[config.mk]
export PLATFORM = sky130hd
export DESIGN_NAME = cpr_bank
export DESIGN_NICKNAME = d
export VERILOG_FILES = /design/src/rtl/cpr_pkg.sv /design/src/rtl/cpr_slot.sv /design/src/rtl/cpr_lden_ctl.sv /design/src/rtl/cpr_shadow_ctl.sv /design/src/rtl/cpr_bank.sv
export SDC_FILE = /design/constraint.sdc
export NUM_CORES = 1
export LEC_CHECK = 0
export BUFFER_PORTS_ARGS = -buffer_cell sky130_fd_sc_hd__buf_2
export CELL_PAD_IN_SITES_DETAIL_PLACEMENT = 1
export CELL_PAD_IN_SITES_GLOBAL_PLACEMENT = 2
export CORE_MARGIN = 2
export CORE_UTILIZATION = 31
export CTS_BUF_LIST = sky130_fd_sc_hd__clkbuf_8
export DETAILED_ROUTE_END_ITERATION = 16
export HOLD_SLACK_MARGIN = 0.02
export PLACE_DENSITY_LB_ADDON = 0.1
export SETUP_SLACK_MARGIN = 0.5
export SKIP_CTS_REPAIR_TIMING = 1
export SYNTH_ARGS = -nofsm -noshare
export SYNTH_HDL_FRONTEND = slang
export SYNTH_SLANG_ARGS = --single-unit
[constraint.sdc]
create_clock -name clk -period 2.7 [get_ports clk]
set_input_delay 0.27 -clock clk [delete_from_list [all_inputs] [get_ports clk]]
set_output_delay 0.27 -clock clk [all_outputs]
set_load 0.005 [all_outputs]
[src/rtl/cpr_pkg.sv]
// Shared constants for the capture / PWM register bank.
// Assumes exactly four register slots; the roles depend on that count.
package cpr_pkg;
    localparam int CPR_NREG    = 4;
    localparam int CPR_IDX_W   = $clog2(CPR_NREG);
    // Slot indices whose role changes in PWM mode
    localparam int IDX_PER     = 0;
    localparam int IDX_CMP     = 1;
    localparam int IDX_SHD_PER = 2;
    localparam int IDX_SHD_CMP = 3;
    localparam int CPR_NACT    = 2;   // active slots fed by shadows

    typedef enum logic {
        MODE_CAPTURE = 1'b0,
        MODE_PWM     = 1'b1
    } cpr_mode_e;
endpackage

[src/rtl/cpr_slot.sv]
// One storage slot. Priority: capture load, then shadow transfer, then bus write.
// Assumes the caller gates cap_ld with mode and load-enable.
module cpr_slot #(
    parameter int DW = 32
) (
    input  logic          clk,
    input  logic          rst_n,
    input  logic          cap_ld,
    input  logic [DW-1:0] cnt_i,
    input  logic          xfer_ld,
    input  logic [DW-1:0] xfer_d,
    input  logic          wr_ld,
    input  logic [DW-1:0] wr_d,
    output logic [DW-1:0] q
);
    // Slot register update with fixed source priority
    always_ff @(posedge clk) begin
        if (!rst_n)       q <= '0;
        else if (cap_ld)  q <= cnt_i;
        else if (xfer_ld) q <= xfer_d;
        else if (wr_ld)   q <= wr_d;
    end

    // a capture load always stores the count of that edge
    p_capture_load_r1: assert property (@(posedge clk) disable iff (!rst_n)
        cap_ld |=> (q == $past(cnt_i)));
endmodule

[src/rtl/cpr_lden_ctl.sv]
// Load-enable bit: set or cleared by bus write, auto-cleared at a one-shot stop.
// Assumes stop_hit_i is already qualified with capture mode and load-enable.
module cpr_lden_ctl (
    input  logic clk,
    input  logic rst_n,
    input  logic wr_i,
    input  logic wdata_i,
    input  logic oneshot_i,
    input  logic stop_hit_i,
    output logic lden_o
);
    // Bus write wins over the automatic clear
    always_ff @(posedge clk) begin
        if (!rst_n)                       lden_o <= 1'b0;
        else if (wr_i)                    lden_o <= wdata_i;
        else if (oneshot_i && stop_hit_i) lden_o <= 1'b0;
    end

    p_oneshot_stop_r3: assert property (@(posedge clk) disable iff (!rst_n)
        (oneshot_i && stop_hit_i && !wr_i) |=> !lden_o);
    p_free_run_hold_r4: assert property (@(posedge clk) disable iff (!rst_n)
        (!oneshot_i && !wr_i) |=> $stable(lden_o));
    p_bus_write_r5: assert property (@(posedge clk) disable iff (!rst_n)
        wr_i |=> (lden_o == $past(wdata_i)));
endmodule

[src/rtl/cpr_shadow_ctl.sv]
// Decides when shadow slots move into the active period / compare slots.
// Immediate: the write data goes straight through. Deferred: the old shadow moves on count == period.
// Assumes pwm_i low means capture mode, where all transfer is locked out.
module cpr_shadow_ctl #(
    parameter int DW = 32
) (
    input  logic                           pwm_i,
    input  logic                           imm_i,
    input  logic [DW-1:0]                  cnt_i,
    input  logic [DW-1:0]                  per_i,
    input  logic                           wr_en_i,
    input  logic [cpr_pkg::CPR_IDX_W-1:0]  wr_idx_i,
    input  logic [DW-1:0]                  wr_data_i,
    input  logic [DW-1:0]                  shd_per_i,
    input  logic [DW-1:0]                  shd_cmp_i,
    output logic [cpr_pkg::CPR_NACT-1:0]   xfer_ld_o,
    output logic [DW-1:0]                  xfer_per_o,
    output logic [DW-1:0]                  xfer_cmp_o
);
    import cpr_pkg::*;

    logic period_hit;
    logic wr_shd_per;
    logic wr_shd_cmp;

    // Decode the shadow-slot writes and the period match
    always_comb begin
        period_hit = (cnt_i == per_i);
        wr_shd_per = wr_en_i && (wr_idx_i == CPR_IDX_W'(IDX_SHD_PER));
        wr_shd_cmp = wr_en_i && (wr_idx_i == CPR_IDX_W'(IDX_SHD_CMP));
    end

    // Pick the transfer source and strobe for each active slot
    always_comb begin
        xfer_ld_o  = '0;
        xfer_per_o = shd_per_i;
        xfer_cmp_o = shd_cmp_i;
        if (pwm_i) begin
            if (imm_i) begin
                xfer_ld_o[IDX_PER] = wr_shd_per;
                xfer_ld_o[IDX_CMP] = wr_shd_cmp;
                xfer_per_o         = wr_data_i;
                xfer_cmp_o         = wr_data_i;
            end else begin
                xfer_ld_o = {CPR_NACT{period_hit}};
            end
        end
    end
endmodule

[src/rtl/cpr_bank.sv]
// Top of the capture / asymmetric PWM register bank.
// Four slots are timestamps in capture mode; in PWM mode they are active period,
// active compare and their two shadows. Assumes strobes are one-cycle pulses.
module cpr_bank #(
    parameter int DW = 32
) (
    input  logic          clk,
    input  logic          rst_n,
    input  logic [DW-1:0] count_i,
    input  logic [3:0]    cap_stb_i,
    input  logic          pwm_mode_i,
    input  logic          oneshot_i,
    input  logic [1:0]    stop_idx_i,
    input  logic          shadow_imm_i,
    input  logic          wr_en_i,
    input  logic [1:0]    wr_idx_i,
    input  logic [DW-1:0] wr_data_i,
    input  logic          lden_wr_i,
    input  logic          lden_wdata_i,
    output logic [DW-1:0] reg1_o,
    output logic [DW-1:0] reg2_o,
    output logic [DW-1:0] reg3_o,
    output logic [DW-1:0] reg4_o,
    output logic          lden_o
);
    import cpr_pkg::*;

    cpr_mode_e                 mode;
    logic                      lden_q;
    logic                      stop_hit;
    logic [CPR_NREG-1:0]       cap_ld;
    logic [CPR_NREG-1:0]       wr_ld;
    logic [CPR_NREG-1:0]       xfer_ld;
    logic [DW-1:0]             xfer_d [CPR_NREG];
    logic [DW-1:0]             slot_q [CPR_NREG];
    logic [CPR_NACT-1:0]       act_ld;
    logic [DW-1:0]             act_per_d;
    logic [DW-1:0]             act_cmp_d;

    // Mode decode and the one-shot stop event
    always_comb begin
        mode     = pwm_mode_i ? MODE_PWM : MODE_CAPTURE;
        stop_hit = lden_q && (mode == MODE_CAPTURE) && cap_stb_i[stop_idx_i];
    end

    cpr_lden_ctl u_lden (
        .clk        (clk),
        .rst_n      (rst_n),
        .wr_i       (lden_wr_i),
        .wdata_i    (lden_wdata_i),
        .oneshot_i  (oneshot_i),
        .stop_hit_i (stop_hit),
        .lden_o     (lden_q)
    );

    cpr_shadow_ctl #(.DW(DW)) u_shadow (
        .pwm_i      (mode == MODE_PWM),
        .imm_i      (shadow_imm_i),
        .cnt_i      (count_i),
        .per_i      (slot_q[IDX_PER]),
        .wr_en_i    (wr_en_i),
        .wr_idx_i   (wr_idx_i),
        .wr_data_i  (wr_data_i),
        .shd_per_i  (slot_q[IDX_SHD_PER]),
        .shd_cmp_i  (slot_q[IDX_SHD_CMP]),
        .xfer_ld_o  (act_ld),
        .xfer_per_o (act_per_d),
        .xfer_cmp_o (act_cmp_d)
    );

    // Route transfers to the active slots only
    always_comb begin
        for (int k = 0; k < CPR_NREG; k++) begin
            xfer_ld[k] = 1'b0;
            xfer_d[k]  = '0;
        end
        xfer_ld[IDX_PER] = act_ld[IDX_PER];
        xfer_d[IDX_PER]  = act_per_d;
        xfer_ld[IDX_CMP] = act_ld[IDX_CMP];
        xfer_d[IDX_CMP]  = act_cmp_d;
    end

    // One slot per register, with per-slot capture and write decode
    for (genvar k = 0; k < CPR_NREG; k++) begin : g_slot
        always_comb begin
            cap_ld[k] = cap_stb_i[k] && lden_q && (mode == MODE_CAPTURE);
            wr_ld[k]  = wr_en_i && (wr_idx_i == CPR_IDX_W'(k));
        end
        cpr_slot #(.DW(DW)) u_slot (
            .clk     (clk),
            .rst_n   (rst_n),
            .cap_ld  (cap_ld[k]),
            .cnt_i   (count_i),
            .xfer_ld (xfer_ld[k]),
            .xfer_d  (xfer_d[k]),
            .wr_ld   (wr_ld[k]),
            .wr_d    (wr_data_i),
            .q       (slot_q[k])
        );
    end

    // Drive the outputs
    always_comb begin
        reg1_o = slot_q[IDX_PER];
        reg2_o = slot_q[IDX_CMP];
        reg3_o = slot_q[IDX_SHD_PER];
        reg4_o = slot_q[IDX_SHD_CMP];
        lden_o = lden_q;
    end

    p_inhibit_r2: assert property (@(posedge clk) disable iff (!rst_n)
        (!pwm_mode_i && !lden_o && !wr_en_i) |=>
        ($stable(reg1_o) && $stable(reg2_o) && $stable(reg3_o) && $stable(reg4_o)));
    p_lockout_r7: assert property (@(posedge clk) disable iff (!rst_n)
        (!pwm_mode_i && !cap_stb_i[0] && !(wr_en_i && wr_idx_i == 2'd0)) |=> $stable(reg1_o));
    p_pwm_ignores_strobe_r8: assert property (@(posedge clk) disable iff (!rst_n)
        (pwm_mode_i && !wr_en_i && !lden_wr_i && (shadow_imm_i || count_i != reg1_o)) |=>
        ($stable(reg1_o) && $stable(reg2_o) && $stable(reg3_o) && $stable(reg4_o) && $stable(lden_o)));
    p_immediate_r9: assert property (@(posedge clk) disable iff (!rst_n)
        (pwm_mode_i && shadow_imm_i && wr_en_i && wr_idx_i == 2'd2) |=>
        (reg1_o == $past(wr_data_i) && reg3_o == $past(wr_data_i)));
    p_deferred_r10: assert property (@(posedge clk) disable iff (!rst_n)
        (pwm_mode_i && !shadow_imm_i && count_i == reg1_o) |=>
        (reg1_o == $past(reg3_o) && reg2_o == $past(reg4_o)));
endmodule

After elaboration in Yosys (flattened, before gate mapping):

Index checks and enable logic that the tools add are counted.
Widths: inputs -> output; s select.

* bits in registers: 129
* latch bits: 0
* RAM bits: 0
* memory bits (read-only): 0
* input port bits: 80
* output and inout bits: 129
* logic and storage cells: 53
* memories kept: 0

* add/subtract/negate cells: 0
* $mul: 0
* divide/modulo/power cells: 0
* magnitude comparators: 1
* eq/ne operators: 4
* shifts and indexed selects: 0
* multiplexer cells: 21
* bitwise operators: 1
* reductions and logical operators: 21

Operators with widths (count)
* $mux 32: 14
* $eq 32x32->1: 1
* $logic_and 1x1->1: 15
* $reduce_bool 2->1: 3
* $reduce_bool 3->1: 2
* $eq 2x2->1 const B: 2
* $mux 1: 4
* $mux 2: 2
* $lt 2x3->1 const B: 1
* $bmux 1 s2: 1
* $eq 2x1->1 const B: 1
* $logic_not 2->1: 1
* $not 1->1: 1

Depth between registers and ports, before layout:

Gate-level depths: netlist (run 1).

* word-level depth: 7
* mapped depth: 9
* depth with buffers taken out: 6

Hierarchy:

From an unflattened synthesis (run 1), not the netlist that was laid out.

* cells, all modules: 981
* area total of the unflattened synthesis: 8543.2 um2

Modules (own cells, without submodules)
* cpr_slot: instances 4, cells an instance 185, area each 1843.0 um2, seq. area each 640.6 um2
* cpr_shadow_ctl: instances 1, cells an instance 223, area each 1034.7 um2, seq. area each 0.0 um2
* cpr_bank: instances 1, cells an instance 13, area each 93.8 um2, seq. area each 0.0 um2
* cpr_lden_ctl: instances 1, cells an instance 5, area each 42.5 um2, seq. area each 20.0 um2

Worst setup path after synthesis (run 1):

Ideal clock, no wire load.

* path type: reg2reg
* from: register g_slot[0].u_slot.q[22]
* to: register g_slot[0].u_slot.q[10]
* setup time: 117 ps
* arrival time: 1858 ps
* data required time: 2583 ps
* slack: 725 ps
* stages on the path, launching flop included: 9
* path buffers: 2
* clock period less this slack: 1975 ps
* path through: dfxtp_1 > xnor2_1 > nand4_1 > nor4_2 > nand3_1 > and3_1 > clkbuf_1 > clkbuf_1 > a32o_1

* word-level cells in the longest chain between the ends: 5
* elaborated cells on any way between the ends: 6
* classes of those cells: eq/ne (1); mux (4); reduce/logical (1)

RTL lines
* from (decl): RTL line cpr_slot.sv:14 `output logic [DW-1:0] q`
* from (signal assigned): RTL line cpr_slot.sv:19 `else if (cap_ld) q <= cnt_i;`
* from (signal assigned): RTL line cpr_slot.sv:20 `else if (xfer_ld) q <= xfer_d;`
* from (signal assigned): RTL line cpr_slot.sv:21 `else if (wr_ld) q <= wr_d;`
* $eq 32x32->1 (*): RTL line cpr_shadow_ctl.sv:28 `period_hit = (cnt_i == per_i);`
* $mux 2 (*): RTL line cpr_shadow_ctl.sv:39 `if (imm_i) begin`
* $mux 2 (*): RTL line cpr_shadow_ctl.sv:38 `if (pwm_i) begin`
* $mux 32: RTL line cpr_slot.sv:20
* $mux 32: RTL line cpr_slot.sv:19

Every way passes the cells marked *; elsewhere a longest branch is shown, timed or not.
A chain may end at the register's enable or synchronous reset.

Worst setup path in the final report (run 1):

* from: register g_slot[0].u_slot.q[28]
* to: register g_slot[0].u_slot.q[27]

Same word-level chain as after synthesis.

==> results of run 1 <==
[routing by layer]
metal,routed length (um),part of all wire,up-vias,GRT usage
met3,1960,0.066,29,0.0609
li1,-,-,3257,-
met2,14700,0.49,217,0.411
met4,437,0.015,2,0.0650
met1,12700,0.43,3594,0.296
met5,13,0.00044,-,0
[power by group through the flow]
| stage | logic, uW | registers, uW | clock network [uW] |
|---|---|---|---|
| final | 830 | 2100 | 1990 |
| after global routing | 902 | 2110 | 2120 |
| after floorplan | 415 | 2120 | 0 |
| after global placement | 758 | 2130 | 0 |
| after detailed placement | 781 | 2140 | 0 |
| after CTS | 786 | 2090 | 2040 |
[stage by stage]
step | power (uW) | utilization
after detailed placement | 2920 | 0.382
after floorplan | 2540 | -
final | 4910 | 0.429
after CTS | 4920 | 0.403
after global routing | 5130 | 0.429
after global placement | 2890 | 0.382
[state kept, by name, summed over array words and instances (netlist names)]
register / count
g_slot.u_slot.q: 128
u_lden.lden_o: 1
[cells by family after synthesis]
| kind of cell | Yosys count | synth area share |
|---|---|---|
| AOI/OAI and AO/OA | 292 | 0.384 |
| xor gates and xnor gates | 32 | 0.0402 |
| buffers and inverters | 141 | 0.0850 |
| DFF | 129 | 0.370 |
| muxes | 5 | 0.00897 |
| and+or+nand+nor | 165 | 0.112 |
[cells in the mapped netlist, drive strengths merged]
master	instances	share of area
a211o	31	0.039
a211oi	31	0.033
a21boi	1	0.0011
a21oi	3	0.0022
a31oi	32	0.029
a32o	31	0.044
and2	3	0.0027
and3	2	0.0018
and4	1	0.0016
buf	30	0.025
clkbuf	49	0.026
dfxtp	129	0.37
inv	62	0.033
mux2i	4	0.0057
mux4	1	0.0032
nand2	73	0.039
nand2b	32	0.029
nand3	4	0.0029
nand3b	3	0.0032
nand4	6	0.0054
nor2	34	0.018
nor2b	2	0.0018
nor3	2	0.0014
nor4	3	0.0045
o211a	64	0.092
o211ai	62	0.067
o21ai	5	0.0036
o32ai	31	0.071
o41ai	1	0.0023
xnor2	28	0.035
xor2	4	0.0050
[worst paths after layout]
check | endpoint | slack, ns | cells after the start
setup / recovery | g_slot[0].u_slot.q[27] | 0.41 | 8
hold / removal | g_slot[0].u_slot.q[30] | 0.12 | 3
setup reg to reg | g_slot[0].u_slot.q[27] | 0.41 | 8
hold reg to reg | g_slot[1].u_slot.q[1] | 0.47 | 2
[area by class of cell]
type                    instances  area [um^2]  area share
multi-input cells             495         4200       0.446
flip-flops and latches        129         2600       0.276
repair buffers                251         1560       0.166
well taps                     280          350      0.0372
clock buffers                  19          262      0.0278
inverters                      62          233      0.0247
clock inverters                13          206      0.0219
diodes                          1         2.50    0.000266
[worst min-delay path: cells and delay by family]
| family | cells | cell delay, ns |
|---|---|---|
| buf+inv | 1 | 0.11 |
| compound gates | 1 | 0.08 |
| simple gates | 1 | 0.07 |
==> results_dict.tcl, run 1 <==
set metrics [dict create \
    status "complete, no violations" \
    die_w_um 154 \
    final_cell_mix "buf_2 (208), dfxtp_1 (121), nand2_1 (71)" \
    worstHoldStart "cap_stb_i[0]" \
    p_clk_frac 0.405 \
    grt_overflow 0 \
    syn_avg_cell_area_um2 9.13 \
    critPathLaunchType "flip-flop" \
    cap_violations 0 \
    num-fill-cells 2546 \
    fin_crit_ns 2.29 \
    rows 54 \
    hold_ws_ns 0.116 \
    hold_violations 0 \
    num-nets-final 1036 \
    cp_slowest_cell "dfxtp_1" \
    crit_chain "xnor2_1 -> nand4_1 -> nor4_4 -> buf_4 -> clkbuf_16 -> a31oi_1 -> a211o_1 -> a32o_1" \
    crit_buf_inv 2 \
    grt_start_max_net_pins 65 \
    wire_per_inst_um 23.9 \
    p_seq_frac 0.426 \
    drive_above_1_share 0.381 \
    setup_slack_ns 0.408 \
    p_sw_uw 1380 \
    drtAntennaViolNets 0 \
    syn_nets 844 \
    die_h_um 154 \
    synth_cell_types 36 \
    antenna_found_initial 2 \
    grt_use_total 0.239 \
    dieArea_um2 23700 \
    leakagePower_uw 0.00444 \
    wl_mm 29.8 \
    cts_made_buffers 17 \
    clock_path_buffers 2 \
    irDropWorstVdd_mv 0.234 \
    path_clk_slew_ns 0.08 \
    worst_path_largest_cell_delay_ns 0.35 \
    arrival_ns 2.64 \
    drtIter0Drc 390 \
    slew_headroom 0.435 \
    grt_pass1_vias 7316 \
    ioPinCount 209 \
    crit_path_max_fanout 7 \
    critical_path.top_delay_family "compound AO/OA/AOI/OAI gates" \
    synthCells 764 \
    p_int_uw 3530 \
    clockRootBuffer "clkbuf_8" \
    core-area_um2 22000 \
    cts_tree "built" \
    path_class "flip-flop to flip-flop" \
    grt_first_pass_wirelength_mm 43.5 \
    via_count 7099 \
    final_cells 1250 \
    crit_required_ns 3.04 \
    syn-cell-area_um2 6980 \
    skew_ns 0.0177 \
    gp_congestion 0.798 \
    syn2layout_area_growth_pct 34.9 \
    post-place-ws_ns -0.0841 \
    final_common_cell "buf_2" \
    cts_htree_levels 4 \
    worst_pin_slew_ns 0.844 \
    combPwrFrac 0.169 \
    fmax_mhz 436 \
    placed_area_um2 8380 \
    swShare 0.282 \
    fin_setup_tns_ns 0 \
    clk_latency_ns 0.45 \
    io_buffers 208 \
    yosys_warnings 0 \
    power_density_nw_per_um2 522 \
    end_kind "flip-flop" \
    initial_core_util 0.318 \
    placedCellCount 1205 \
    drc 0 \
    ys_ff_latch 129 \
    stdcell_area_um2 9410 \
    ys_seq_area_frac 0.370 \
    r2r-start "g_slot[0].u_slot.q[28]" \
    rsz0062_at_grt "yes" \
    hold_class "primary input to flip-flop" \
    avgViaCountPerCell 5.68 \
    crit_start "g_slot[0].u_slot.q[28]" \
    finalSetupViolCount 0 \
    dr.pass1.iters 6 \
    period_share 0.849 \
    slew_viol_final 0 \
    dp.final_hpwl_mm 19.7 \
    clock-sinks 129 \
]
No activity file was read; power rests on OpenSTA's default activity.
==> run 2: changes to the inputs <==
Clock period 2.7 ns to 2.2 ns, I/O delays scaled along.
==> results_dict.tcl, run 2 (synthesis gave the netlist of run 1 again) <==
set metrics [dict create \
    status "finished, violations left" \
    violations "setup timing" \
    fmax_mhz 416 \
    num-nets-final 1093 \
    arrival_ns 2.80 \
    irDropWorstVdd_mv 0.333 \
    hold_violations 0 \
    rows 54 \
    clockRootBuffer "clkbuf_8" \
    cts_tree "built" \
    wl_mm 31.4 \
    setup_slack_ns -0.203 \
    clock-sinks 129 \
    grt_pass1_vias 7937 \
    leakagePower_uw 0.00472 \
    grt_first_pass_wirelength_mm 46.9 \
    cap_violations 0 \
    period_share 1.09 \
    grt_overflow 0 \
    finalSetupViolCount 64 \
    critPathLaunchType "flip-flop" \
    wire_per_inst_um 24.1 \
    power_density_nw_per_um2 597 \
    antenna_found_initial 2 \
    slew_viol_final 0 \
    top_regs "g_slot.u_slot.q x128, u_lden.lden_o x1" \
    die_h_um 154 \
    rsz0062_at_grt "yes" \
    hold_ws_ns 0.0596 \
    crit_required_ns 2.60 \
    slew_headroom 0.640 \
    avgViaCountPerCell 5.72 \
    clk_latency_ns 0.47 \
    path_clk_slew_ns 0.08 \
    initial_core_util 0.318 \
    regArea_um2 2600 \
    num-fill-cells 2599 \
    multi_input_area_um2 3980 \
    grt_use_total 0.256 \
    cts_htree_levels 4 \
    gp_congestion 0.819 \
    antenna_cells 0 \
    post-place-ws_ns -0.413 \
    path_class "flip-flop to flip-flop" \
    final_cell_mix "buf_2 (208), dfxtp_1 (112), buf_4 (76)" \
    dieArea_um2 23700 \
    largest-register "g_slot.u_slot.q" \
    largest_reg_flops 128 \
    ioPinCount 209 \
    cts_made_buffers 17 \
    grt_start_max_net_pins 65 \
    core-area_um2 22000 \
    via_count 7472 \
    worst_pin_slew_ns 0.538 \
    io_buffers 208 \
    syn2layout_area_growth_pct 38.5 \
    crit_path_max_fanout 8 \
    drtAntennaViolNets 0 \
    fin_crit_ns 2.40 \
    final_common_cell "buf_2" \
    drc 0 \
    dp.final_hpwl_mm 21.2 \
    skew_ns 0.0127 \
    dr.pass1.iters 5 \
    end_kind "flip-flop" \
    die_w_um 154 \
    drtIter0Drc 309 \
    drive_above_1_share 0.407 \
    clock_path_buffers 2 \
    hold_class "primary input to flip-flop" \
]
run 2: changes by cell type in the layout (fill, tap and decap cells not counted), moves of 9 or more:
cell	before	now
dfxtp_1	121	112
buf_4	22	76
a31oi_1	14	31
a31oi_2	11	1
dfxtp_2	5	17
run 2: final timing paths:
| kind | from | end | slack, ns | cells after the start |
|---|---|---|---|---|
| worst max register to register | g_slot[0].u_slot.q[26] | g_slot[0].u_slot.q[6] | -0.20 | 11 |
| worst min-delay path | cap_stb_i[0] | g_slot[0].u_slot.q[30] | 0.06 | 3 |
| worst max-delay path | g_slot[0].u_slot.q[26] | g_slot[0].u_slot.q[6] | -0.20 | 11 |
| worst min register to register | g_slot[1].u_slot.q[1] | g_slot[1].u_slot.q[1] | 0.47 | 2 |
run 2: per-layer routing:
| metal | routed length (um) | GRT usage |
|---|---|---|
| met1 | 13700 | 0.323 |
| met3 | 1780 | 0.0510 |
| met2 | 15400 | 0.434 |
| met4 | 566 | 0.0939 |
| met5 | 19 | 0 |
run 2: area by class of cell:
class | count | share of cell area
clock buffers | 23 | 0.0328
clock inverters | 9 | 0.00829
inverters | 62 | 0.0241
multi-input cells | 494 | 0.412
flip-flops and latches | 129 | 0.269
well taps | 280 | 0.0363
repair buffers | 309 | 0.217
run 2: where the power goes:
part / leakage [uW] / switching, uW / internal [uW]
clock network: 0.000201 / 1010 / 1070
logic: 0.00346 / 585 / 528
registers: 0.00106 / 115 / 2460
total: 0.00472 / 1710 / 4060
run 2: through the flow:
step                cell area, um^2  setup TNS [ns]   util  total power, uW  std cells
detailed placement             8920          -20.64  0.406             3710       1263
global placement               8920          -14.62  0.406             3670       1263
finish                         9660           -8.60  0.440             5770       1306
CTS                            9320          -19.54  0.424             5790       1295
global route                   9660          -13.57  0.440             6010       1306
floorplan                      7060               0      -             3130        764
run 2: critical path: stages, from the launching register on:
cell	delay, ns
dfxtp_2	0.34
xnor2_2	0.23
buf_4	0.16
nand4_1	0.09
buf_4	0.16
nor4_4	0.28
buf_4	0.19
nand3_2	0.11
buf_4	0.18
a21boi_4	0.19
buf_4	0.22
a32o_1	0.18
==> run 3: changes to the inputs <==
Settings changed: CORE_UTILIZATION 31 to 33, SYNTH_HIERARCHICAL set to 1.
==> results_dict.tcl, run 3 <==
set metrics [dict create \
    power_density_nw_per_um2 573 \
    dieArea_um2 27200 \
    grt_pass1_vias 8424 \
    die_w_um 165 \
    cts_htree_levels 4 \
    dp.final_hpwl_mm 22.7 \
    antenna_found_initial 2 \
    largest-register "g_slot.u_slot/q" \
    core-area_um2 25300 \
    io_buffers 208 \
    crit_required_ns 2.58 \
    synth_cell_types 30 \
    leakagePower_uw 0.00575 \
    rows 58 \
    ioPinCount 209 \
    final_util 0.472 \
    fin_setup_tns_ns -17.71 \
    irDropWorstVdd_mv 0.276 \
    grt_first_pass_wirelength_mm 50.1 \
    top_regs "g_slot.u_slot/q x128, u_lden/lden_o x1" \
    clock_path_buffers 2 \
    grt_use_total 0.242 \
    crit_path_frequent_cell "buf_12" \
    arrival_ns 2.90 \
    crit_path_max_fanout 8 \
    ys.flop_type "dfxtp_1" \
    yosys_warnings 6 \
    ys_seq_area_frac 0.302 \
    worst_path_largest_cell_delay_ns 0.35 \
    synth_largest_area_cell "dfxtp_1" \
    drtIter0Drc 674 \
    avgViaCountPerCell 5.39 \
    drive_above_1_share 0.344 \
    status "finished, violations left" \
    via_count 8959 \
    grt_overflow 0 \
    fin_crit_ns 2.51 \
    drtAntennaViolNets 0 \
    violations "setup timing" \
    gp_congestion 0.786 \
    final_common_cell "buf_2" \
    slew_viol_final 0 \
    synth_common_cells "nand2_1 (168), dfxtp_1 (129), a32o_1 (128), nand2b_1 (128), a211o_1 (124)" \
    cap_violations 0 \
    path_clk_slew_ns 0.09 \
    path_class "flip-flop to flip-flop" \
    reg2reg_slack_ns -0.31 \
    hold_violations 0 \
    synth_most_common_cell "nand2_1" \
    hold_class "primary input to flip-flop" \
    dr.pass1.iters 5 \
    rsz0062_at_grt "yes" \
    syn-cell-area_um2 8540 \
    syn_avg_cell_area_um2 8.71 \
    multi_input_area_um2 5760 \
    synthCells 981 \
    hold_ws_ns 0.107 \
    crit_chain "xnor2_2 -> buf_4 -> nand4_1 -> nor4_2 -> a21oi_2 -> nor2_4 -> buf_12 -> nor3_4 -> buf_6 -> nor2b_4 -> buf_12 -> clkbuf_16 -> a32o_1" \
    skew_ns 0.0222 \
    cts_tree "built" \
    final_cell_mix "buf_2 (208), nand2_1 (167), nand2b_1 (128), a32o_1 (128), a211o_1 (124)" \
    period_share 1.14 \
    cp_slowest_cell "dfxtp_2" \
    syn2layout_area_growth_pct 40.0 \
    initial_core_util 0.337 \
    num-fill-cells 3034 \
    critPathLaunchType "flip-flop" \
    grt_start_max_net_pins 65 \
    async_reset_ff_frac 0 \
    clock-sinks 129 \
    die_h_um 165 \
    wl_mm 37.6 \
    ys_ff_latch 129 \
    regArea_um2 2610 \
    cts_made_buffers 17 \
    fmax_mhz 398 \
    largest_reg_flops 128 \
    clk_latency_ns 0.46 \
    end_kind "flip-flop" \
    synth_edf_count 0 \
    finalSetupViolCount 64 \
    synth_area_leaders "dfxtp_1 (30%), a32o_1 (15%), a211o_1 (13%)" \
    setup_slack_ns -0.314 \
    clockRootBuffer "clkbuf_8" \
    wire_per_inst_um 22.6 \
    synth.top_cell.area_share 0.302 \
    drc 0 \
    num-nets-final 1398 \
]
run 3: changes by cell type after synthesis, moves of 62 or more:
cell,change
nand2_1,+95
nor2b_1,+107
o211ai_1,-62
a32o_1,+97
inv_1,-62
nand2b_1,+96
a211o_1,+93
o211a_1,-64
run 3: worst paths after layout:
check	start	end	depth (start not counted)
max	g_slot[0].u_slot/q[15]	g_slot[0].u_slot/q[14]	13
min	oneshot_i	u_lden/lden_o	4
max reg2reg	g_slot[0].u_slot/q[15]	g_slot[0].u_slot/q[14]	13
min reg2reg	g_slot[1].u_slot/q[21]	g_slot[1].u_slot/q[21]	1
run 3: area by class of cell:
cell class	instances	area share
antenna	1	0.000209
clock buffer	20	0.0230
clock inverter	12	0.0132
multi-input combinational	823	0.482
sequential	129	0.218
tap	330	0.0345
timing repair buffer	347	0.229
run 3: layer usage:
metal	share of wire	global-route usage
met1	0.45	0.329
met2	0.48	0.405
met3	0.052	0.0445
met4	0.015	0.0415
met5	0.00035	0
run 3: critical path: cells and delay by family (launching register included):
| family | cells | cell delay [ns] |
|---|---|---|
| compound gates | 2 | 0.29 |
| xor+xnor | 1 | 0.19 |
| buf+inv | 5 | 0.73 |
| flops | 1 | 0.35 |
| simple gates | 5 | 0.87 |
run 3: logic make-up after synthesis:
family / count (synthesis) / share of synthesized area
flip-flops: 129 / 0.302
buffers and inverters: 98 / 0.0801
AND/OR/NAND/NOR: 461 / 0.298
multiplexers: 1 / 0.00264
XOR/XNOR: 32 / 0.0328
AO/OA/AOI/OAI: 259 / 0.284
other: 1 / 0.000439
run 3: where the power goes:
| part | total, uW | leakage (uW) | internal, uW | switching (uW) |
|---|---|---|---|---|
| Clock | 2310 | 0.000205 | 1210 | 1090 |
| Sequential | 2650 | 0.00107 | 2510 | 133 |
| Combinational | 1900 | 0.00448 | 975 | 928 |
run 3: per-stage QoR:
stage                     instance area, um^2  cells  power (uW)  setup WS, ns
final                                   12000   1662        6850        -0.314
after detailed placement                10400   1575        4290        -0.371
after floorplan                          8830   1048        3610         0.247
after CTS                               10900   1607        6610        -0.394
after global routing                    12000   1661        7180        -0.364
after global placement                  10400   1575        4280        -0.323
